[src/rtl/tip_pkg.sv]
package tip_pkg;

   localparam int unsigned DATA_W = 32;

   // physical ring byte addresses
   localparam int unsigned A_SRC     = 'h030;
   localparam int unsigned A_THRESH  = 'h031;
   localparam int unsigned A_PEND    = 'h032;
   localparam int unsigned A_BEST    = 'h037;
   // pool ring words
   localparam int unsigned A_POOL_W0 = 'h020;
   localparam int unsigned A_POOL_W2 = 'h028;
   // special loads
   localparam int unsigned A_ACK     = 'h800;
   localparam int unsigned A_PULL    = 'h828;

   typedef enum logic [1:0] {
      SRC_NONE = 2'd0,
      SRC_POOL = 2'd1,
      SRC_PHYS = 2'd2,
      SRC_LSI  = 2'd3
   } src_type_e;

   typedef struct packed {
      logic src;
      logic thresh;
      logic pend;
      logic best;
      logic pool_w0;
      logic pool_w2;
      logic ack;
      logic pull;
   } tip_dec_t;

endpackage

[src/rtl/tip_addr_decode.sv]
module tip_addr_decode
   import tip_pkg::*;
#(
   parameter int ADDR_W = 12
) (
   input  logic [ADDR_W-1:0] addr,
   output tip_dec_t          dec
);

   if (ADDR_W < 12) begin : g_bad_addr_w
      $error("tip_addr_decode: ADDR_W must reach 0x828");
   end

   always_comb begin
      dec         = '0;
      dec.src     = (addr == ADDR_W'(A_SRC));
      dec.thresh  = (addr == ADDR_W'(A_THRESH));
      dec.pend    = (addr == ADDR_W'(A_PEND));
      dec.best    = (addr == ADDR_W'(A_BEST));
      dec.pool_w0 = (addr == ADDR_W'(A_POOL_W0));
      dec.pool_w2 = (addr == ADDR_W'(A_POOL_W2));
      dec.ack     = (addr == ADDR_W'(A_ACK));
      dec.pull    = (addr == ADDR_W'(A_PULL));
   end

endmodule

[src/rtl/tip_pending_buf.sv]
module tip_pending_buf #(
   parameter int NUM_PRIO = 8,
   localparam int PRIO_W  = $clog2(NUM_PRIO)
) (
   input  logic                clk,
   input  logic                rst_n,
   input  logic                set_v,
   input  logic [PRIO_W-1:0]   set_idx,
   input  logic                clr_v,
   input  logic [PRIO_W-1:0]   clr_idx,
   output logic [NUM_PRIO-1:0] pend_o
);

   logic [NUM_PRIO-1:0] pend_q;
   logic [NUM_PRIO-1:0] set_mask;
   logic [NUM_PRIO-1:0] clr_mask;

   assign set_mask = set_v ? (NUM_PRIO'(1) << set_idx) : '0;
   assign clr_mask = clr_v ? (NUM_PRIO'(1) << clr_idx) : '0;

   // a new notification wins over a retire of the same level
   always_ff @(posedge clk or negedge rst_n) begin
      if (!rst_n) pend_q <= '0;
      else        pend_q <= (pend_q & ~clr_mask) | set_mask;
   end

   assign pend_o = pend_q;


   notify_set_chk: assert property (@(posedge clk) disable iff (!rst_n)
      set_v |=> pend_q[$past(set_idx)]);


   retire_clear_chk: assert property (@(posedge clk) disable iff (!rst_n)
      (clr_v && !(set_v && set_idx == clr_idx)) |=> !pend_q[$past(clr_idx)]);

endmodule

[src/rtl/tip_prio_find.sv]
module tip_prio_find #(
   parameter int NUM_PRIO = 8,
   localparam int PRIO_W  = $clog2(NUM_PRIO)
) (
   input  logic                clk,
   input  logic                rst_n,
   input  logic [NUM_PRIO-1:0] pend,
   output logic                found_o,
   output logic [PRIO_W-1:0]   idx_o
);

   logic [NUM_PRIO:0]   below;
   logic [NUM_PRIO-1:0] first;

   assign below[0] = 1'b0;

   for (genvar i = 0; i < NUM_PRIO; i++) begin : g_bit
      assign first[i]   = pend[i] & ~below[i];
      assign below[i+1] = below[i] | pend[i];
   end

   assign found_o = below[NUM_PRIO];

   always_comb begin
      idx_o = '0;
      for (int i = 0; i < NUM_PRIO; i++) begin
         if (first[i]) idx_o = idx_o | PRIO_W'(i);
      end
   end


   first_onehot_chk: assert property (@(posedge clk) disable iff (!rst_n)
      $onehot0(first));


   lowest_set_chk: assert property (@(posedge clk) disable iff (!rst_n)
      found_o |-> (pend[idx_o] &&
                   ((pend & ((NUM_PRIO'(1) << idx_o) - NUM_PRIO'(1))) == '0)));

endmodule

[src/rtl/tip_pool_ctx.sv]
module tip_pool_ctx #(
   parameter int CAM_W = 24
) (
   input  logic        clk,
   input  logic        rst_n,
   input  logic        w0_we,
   input  logic        w2_we,
   input  logic        pull,
   input  logic [31:0] wdata,
   output logic [31:0] word0_o,
   output logic [31:0] word2_o
);

   if (CAM_W < 1 || CAM_W > 31) begin : g_bad_cam_w
      $error("tip_pool_ctx: CAM_W must lie in 1..31");
   end

   localparam int PAD_W = 31 - CAM_W;

   logic [31:0]      word0_q;
   logic             vld_q;
   logic [CAM_W-1:0] cam_q;

   always_ff @(posedge clk or negedge rst_n) begin
      if (!rst_n) begin
         word0_q <= '0;
         vld_q   <= 1'b0;
         cam_q   <= '0;
      end else begin
         if (w0_we) word0_q <= wdata;
         if (w2_we) begin
            vld_q <= wdata[31];
            cam_q <= wdata[CAM_W-1:0];
         end else if (pull) begin
            vld_q <= 1'b0;
         end
      end
   end

   assign word0_o = word0_q;

   if (PAD_W > 0) begin : g_pad
      assign word2_o = {vld_q, {PAD_W{1'b0}}, cam_q};
   end else begin : g_nopad
      assign word2_o = {vld_q, cam_q};
   end


   pull_invalidate_chk: assert property (@(posedge clk) disable iff (!rst_n)
      (pull && !w2_we) |=> !word2_o[31]);


   pull_keeps_cam_chk: assert property (@(posedge clk) disable iff (!rst_n)
      (pull && !w2_we) |=> $stable(cam_q));

endmodule

[src/rtl/thread_irq_presenter.sv]
module thread_irq_presenter
   import tip_pkg::*;
#(
   parameter int NUM_PRIO = 8,
   parameter int CAM_W    = 24,
   parameter int ADDR_W   = 12,
   localparam int PRIO_W  = $clog2(NUM_PRIO)
) (
   input  logic              clk,
   input  logic              rst_n,
   input  logic              notify_valid,
   input  logic [PRIO_W-1:0] notify_prio,
   input  logic              mmio_valid,
   input  logic              mmio_write,
   input  logic [ADDR_W-1:0] mmio_addr,
   input  logic [31:0]       mmio_wdata,
   output logic              mmio_rvalid,
   output logic [31:0]       mmio_rdata,
   output logic              irq_o
);

   if (NUM_PRIO < 2 || NUM_PRIO > 8) begin : g_bad_prio
      $error("thread_irq_presenter: NUM_PRIO must lie in 2..8");
   end

   tip_dec_t            dec;
   logic                rd_req;
   logic                wr_req;
   logic                ack_hit;
   logic                pull_hit;
   logic [NUM_PRIO-1:0] pend;
   logic                found;
   logic [PRIO_W-1:0]   best_idx;
   logic [7:0]          best;
   logic [7:0]          thresh_q;
   logic [7:0]          src_byte;
   logic [31:0]         pool_w0;
   logic [31:0]         pool_w2;
   logic [31:0]         rd_mux;
   logic                rvalid_q;
   logic [31:0]         rdata_q;

   tip_addr_decode #(.ADDR_W(ADDR_W)) u_dec (
      .addr (mmio_addr),
      .dec  (dec)
   );

   assign rd_req   = mmio_valid & ~mmio_write;
   assign wr_req   = mmio_valid &  mmio_write;
   assign ack_hit  = rd_req & dec.ack;
   assign pull_hit = rd_req & dec.pull;

   tip_pending_buf #(.NUM_PRIO(NUM_PRIO)) u_pend (
      .clk     (clk),
      .rst_n   (rst_n),
      .set_v   (notify_valid),
      .set_idx (notify_prio),
      .clr_v   (ack_hit & irq_o),
      .clr_idx (best_idx),
      .pend_o  (pend)
   );

   tip_prio_find #(.NUM_PRIO(NUM_PRIO)) u_find (
      .clk     (clk),
      .rst_n   (rst_n),
      .pend    (pend),
      .found_o (found),
      .idx_o   (best_idx)
   );

   tip_pool_ctx #(.CAM_W(CAM_W)) u_pool (
      .clk     (clk),
      .rst_n   (rst_n),
      .w0_we   (wr_req & dec.pool_w0),
      .w2_we   (wr_req & dec.pool_w2),
      .pull    (pull_hit),
      .wdata   (mmio_wdata),
      .word0_o (pool_w0),
      .word2_o (pool_w2)
   );

   assign best     = found ? 8'(best_idx) : 8'hFF;
   assign irq_o    = found && (best < thresh_q);
   assign src_byte = irq_o ? {SRC_PHYS, 6'b0} : {SRC_NONE, 6'b0};

   // threshold: software store, or moved to the taken priority on acknowledge
   always_ff @(posedge clk or negedge rst_n) begin
      if (!rst_n)                 thresh_q <= 8'h00;
      else if (ack_hit && irq_o)  thresh_q <= best;
      else if (wr_req && dec.thresh) thresh_q <= mmio_wdata[7:0];
   end

   always_comb begin
      rd_mux = '0;
      if (dec.src)          rd_mux = {24'b0, src_byte};
      else if (dec.thresh)  rd_mux = {24'b0, thresh_q};
      else if (dec.pend)    rd_mux = 32'(pend);
      else if (dec.best)    rd_mux = {24'b0, best};
      else if (dec.pool_w0) rd_mux = pool_w0;
      else if (dec.pool_w2) rd_mux = pool_w2;
      else if (dec.pull)    rd_mux = pool_w2;
      else if (dec.ack)     rd_mux = {16'b0, src_byte, (irq_o ? best : thresh_q)};
   end

   always_ff @(posedge clk or negedge rst_n) begin
      if (!rst_n) begin
         rvalid_q <= 1'b0;
         rdata_q  <= '0;
      end else begin
         rvalid_q <= rd_req;
         if (rd_req) rdata_q <= rd_mux;
      end
   end

   assign mmio_rvalid = rvalid_q;
   assign mmio_rdata  = rdata_q;


   ack_thresh_chk: assert property (@(posedge clk) disable iff (!rst_n)
      (ack_hit && irq_o) |=> (thresh_q == $past(best)));


   ack_word_chk: assert property (@(posedge clk) disable iff (!rst_n)
      (ack_hit && irq_o) |=> (mmio_rdata[15:14] == SRC_PHYS));


   ack_idle_chk: assert property (@(posedge clk) disable iff (!rst_n)
      (ack_hit && !irq_o && !notify_valid) |=> ($stable(thresh_q) && $stable(pend)));


   irq_needs_pend_chk: assert property (@(posedge clk) disable iff (!rst_n)
      irq_o |-> (pend != '0));


   rvalid_load_chk: assert property (@(posedge clk) disable iff (!rst_n)
      rd_req |=> mmio_rvalid);


   rvalid_quiet_chk: assert property (@(posedge clk) disable iff (!rst_n)
      !rd_req |=> !mmio_rvalid);

endmodule

[config.mk]
export PLATFORM = sky130hd
export DESIGN_NAME = thread_irq_presenter
export DESIGN_NICKNAME = d
export VERILOG_FILES = /design/src/rtl/tip_pkg.sv /design/src/rtl/tip_addr_decode.sv /design/src/rtl/tip_pending_buf.sv /design/src/rtl/tip_prio_find.sv /design/src/rtl/tip_pool_ctx.sv /design/src/rtl/thread_irq_presenter.sv
export SDC_FILE = /design/constraint.sdc
export NUM_CORES = 1
export LEC_CHECK = 0
export BUFFER_PORTS_ARGS = -buffer_cell sky130_fd_sc_hd__buf_4
export CORE_AREA = 2 2 115 117
export DETAILED_ROUTE_END_ITERATION = 10
export DIE_AREA = 0 0 117 119
export MAX_ROUTING_LAYER = met4
export PLACE_DENSITY = 0.63
export SLEW_MARGIN = 10
export SYNTH_ARGS = -nofsm -noshare
export SYNTH_HDL_FRONTEND = slang
export SYNTH_HIERARCHICAL = 1
export SYNTH_SLANG_ARGS = --single-unit
[constraint.sdc]
create_clock -name clk -period 4.76 [get_ports clk]
set_input_delay 0.714 -clock clk [delete_from_list [all_inputs] [get_ports clk]]
set_output_delay 0.714 -clock clk [all_outputs]
set_load 0.05 [all_outputs]
==> impl_metrics.csv <==
group,metric,value,unit
status,outcome,"finished clean",
clock_network,cts_hold_buf,0,
timing,slew_violations,0,
floorplan,initial_utilization,43.8,%
placed_design,dp.final_hpwl,9.21,mm
timing,period_needed,3.92,ns
clock_network,cts_tree,"done",
floorplan,io_pins,86,
clock_network,cts-root-buf,"clkbuf_16",
cells_and_area,final_cell_mix,"dfrtp_1, buf_4, nand2_1",
clock_network,post_cts_buffers,0,
floorplan,coreArea,0.0129,mm2
detailed_routing,drcViolationCount,0,
global_route,grt_first_pass_wirelength,22.1,mm
global_route,busiest_layer,"met2",
timing,fmax,255,MHz
cells_and_area,diodes,0,
worst_setup_path,cp-start-kind,"flop",
logic_synthesis,synth_ff_type,"dfrtp_1",
job,max_cap_violations,0,
logic_synthesis,synth_edf_count,0,
timing,setup-violations-final,0,
logic_synthesis,syn_area,0.00564,mm2
global_route,track_usage,21.0,%
cells_and_area,syn_to_final_growth,17.5,%
cells_and_area,multiInputGateArea,0.00267,mm2
floorplan,die_w,117,um
floorplan,die-area,0.0139,mm2
timing,period_share,82.5,%
worst_setup_path,cp_data_required_time,4.05,ns
worst_setup_path,worstPathArrival,3.21,ns
worst_setup_path,cp_max_fo,9,
timing,finalClockSkew,0.00478,ns
power,power_leakage,0.00309,uW
logic_synthesis,synthArstFlopShare,100,%
timing,hold_violations,0,
global_route,grt_antenna_before_repair,0,
logic_synthesis,seq_area_frac_synth,47.0,%
clock_network,ctsLongestPathBuffers,2,
clock_network,clkSlewWorstSetupHoldPaths,0.07,ns
detailed_routing,vias,4303,
logic_synthesis,ys_seq_elements,106,
cells_and_area,fillers,1173,
logic_synthesis,yosys.cell_types.count,60,
detailed_routing,firstDrtPassIters,7,
global_route,grt_use_met2,31.8,%
logic_synthesis,ys_warn_count,6,
timing,setup_tns,0,ns
placed_design,place_congestion,0.949,
floorplan,dieHeight,119,um
placed_design,portBuffers,85,
clock_network,htreeDepth,3,
global_route,use_met1,29.0,%
floorplan,rows,42,
global_route,grt_max_degree,78,
timing,max-slew-margin-rel,35.5,%
detailed_routing,postRouteAntennaNets,0,
placed_design,dp.cells,764,
global_route,gr-total-overflow,0,
clock_network,cts_resized,0,
timing,holdWs,0.485,ns
global_route,grt_pass1_vias,4326,
detailed_routing,viasPerCell,5.52,
timing,rsz0062_at_grt,"false",
cells_and_area,final_common_cell,"dfrtp_1",
logic_synthesis,avgSynthCellArea,10.8,um2
worst_setup_path,crit_path_end_kind,"primary output",
clock_network,clock_sinks,106,
clock_network,numCtsBuffers,9,
detailed_routing,drt_wl_total,13.8,mm
timing,worst_pin_slew,0.968,ns
worst_setup_path,worstSetupPathType,"reg -> out",
detailed_routing,first_iter_violations,366,
logic_synthesis,netlist_instances,522,
global_route,grt_use_met3,4.02,%
power,vdd_drop_max,0.000201,V
cells_and_area,nets,658,
detailed_routing,wl_per_cell,17.6,um
cells_and_area,drive_gt1_share,30.5,%
power,power_density,272,mW/mm2
cells_and_area,seq_area,0.00265,mm2
power,total_power,1800,uW
cells_and_area,instances_no_fill,780,
clock_network,insertion_delay,0.35,ns
hold_path,worstHoldPathType,"reg -> reg",
## final timing paths
check / start / end / slack [ns] / cells after the start
setup / recovery: u_pend/pend_o[4]$_DFF_PN0_ / irq_o / 0.84 / 10
hold / removal: mmio_rdata[18]$_DFFE_PN0P_ / mmio_rdata[18]$_DFFE_PN0P_ / 0.49 / 2
setup reg to reg: u_pend/pend_o[4]$_DFF_PN0_ / u_pend/pend_o[0]$_DFF_PN0_ / 1.15 / 10
hold reg to reg: mmio_rdata[18]$_DFFE_PN0P_ / mmio_rdata[18]$_DFFE_PN0P_ / 0.49 / 2
max in group asynchronous: rst_n / mmio_rdata[0]$_DFFE_PN0P_ / 3.24 / 2
min in group asynchronous: rst_n / u_pool/word0_o[25]$_DFFE_PN0P_ / 0.50 / 1
## layer usage
layer / up-vias / wire length, um
li1: 2008 / -
met1: 2145 / 6600
met2: 131 / 6310
met3: 19 / 652
met4: 0 / 191
met5: - / 0
## logic make-up (layout without fill, tap and decap cells)
| group | count (synthesis) | count (layout) | synth area share (%) |
|---|---|---|---|
| AND/OR/NAND/NOR | 169 | 169 | 15.1 |
| AO/OA/AOI/OAI | 125 | 125 | 14.1 |
| flip-flops | 106 | 106 | 47.0 |
| adder cells (fa/ha/maj) | 7 | 7 | 1.55 |
| other | 1 | 7 | 0.0665 |
| multiplexers | 65 | 65 | 16.0 |
| buffers and inverters | 49 | 125 | 6.15 |
## metrics by stage
step,area [um2],utilization [%],setup slack (ns)
5_1_grt,6630,51.5,0.575
3_5_place_dp,6310,49.0,1.21
6_report,6630,51.5,0.835
3_3_place_gp,6310,49.0,1.31
2_1_floorplan,5660,-,1.58
4_1_cts,6630,51.5,0.839
## cell type report
cell class / instances / area share (%)
clock inverters: 4 / 0.888
well taps: 176 / 3.32
repair buffers: 95 / 10.8
clock buffers: 12 / 3.87
multi-input cells: 373 / 40.3
inverters: 14 / 0.831
flip-flops and latches: 106 / 40.0
## sequential cells by signal (all words and copies together), names as in the netlist
signal	flops
u_pool/word0_o	32
u_pend/pend_o	8
mmio_rvalid	1
mmio_rdata	32
u_pool/vld_q	1
u_pool/cam_q	24
thresh_q	8
## cells in the mapped netlist, types with 7 or more instances
master / n / area, um2
ha_1: 7 / 87.6
buf_4: 8 / 60.1
clkbuf_1: 13 / 48.8
o211ai_1: 8 / 60.1
dfrtp_1: 106 / 2650
nor2b_1: 7 / 43.8
mux2_4: 48 / 721
nand2_1: 74 / 278
inv_1: 13 / 48.8
nor2_1: 40 / 150
a21oi_1: 37 / 185
mux2_2: 8 / 90.1
mux2i_1: 9 / 90.1
o21ai_1: 21 / 105
o21ai_0: 19 / 95.1
nor3_1: 7 / 35.0
## power by group
part           total (uW)  switching (uW)  internal [uW]
sequential            912            7.02            905
combinational         102            59.7           42.7
clock                 790             347            443
total                1800             413           1390
## critical path, stage by stage (launching register included)
cell and delay, ns:
dfrtp_1 0.43, nor2_1 0.11, o21ai_0 0.08, a211oi_1 0.77, nand2b_1 0.29, ha_1 0.26
o211ai_1 0.24, o21ai_2 0.12, a21o_1 0.29, inv_1 0.08, buf_4 0.20
Power figures use the tool's default switching activity.
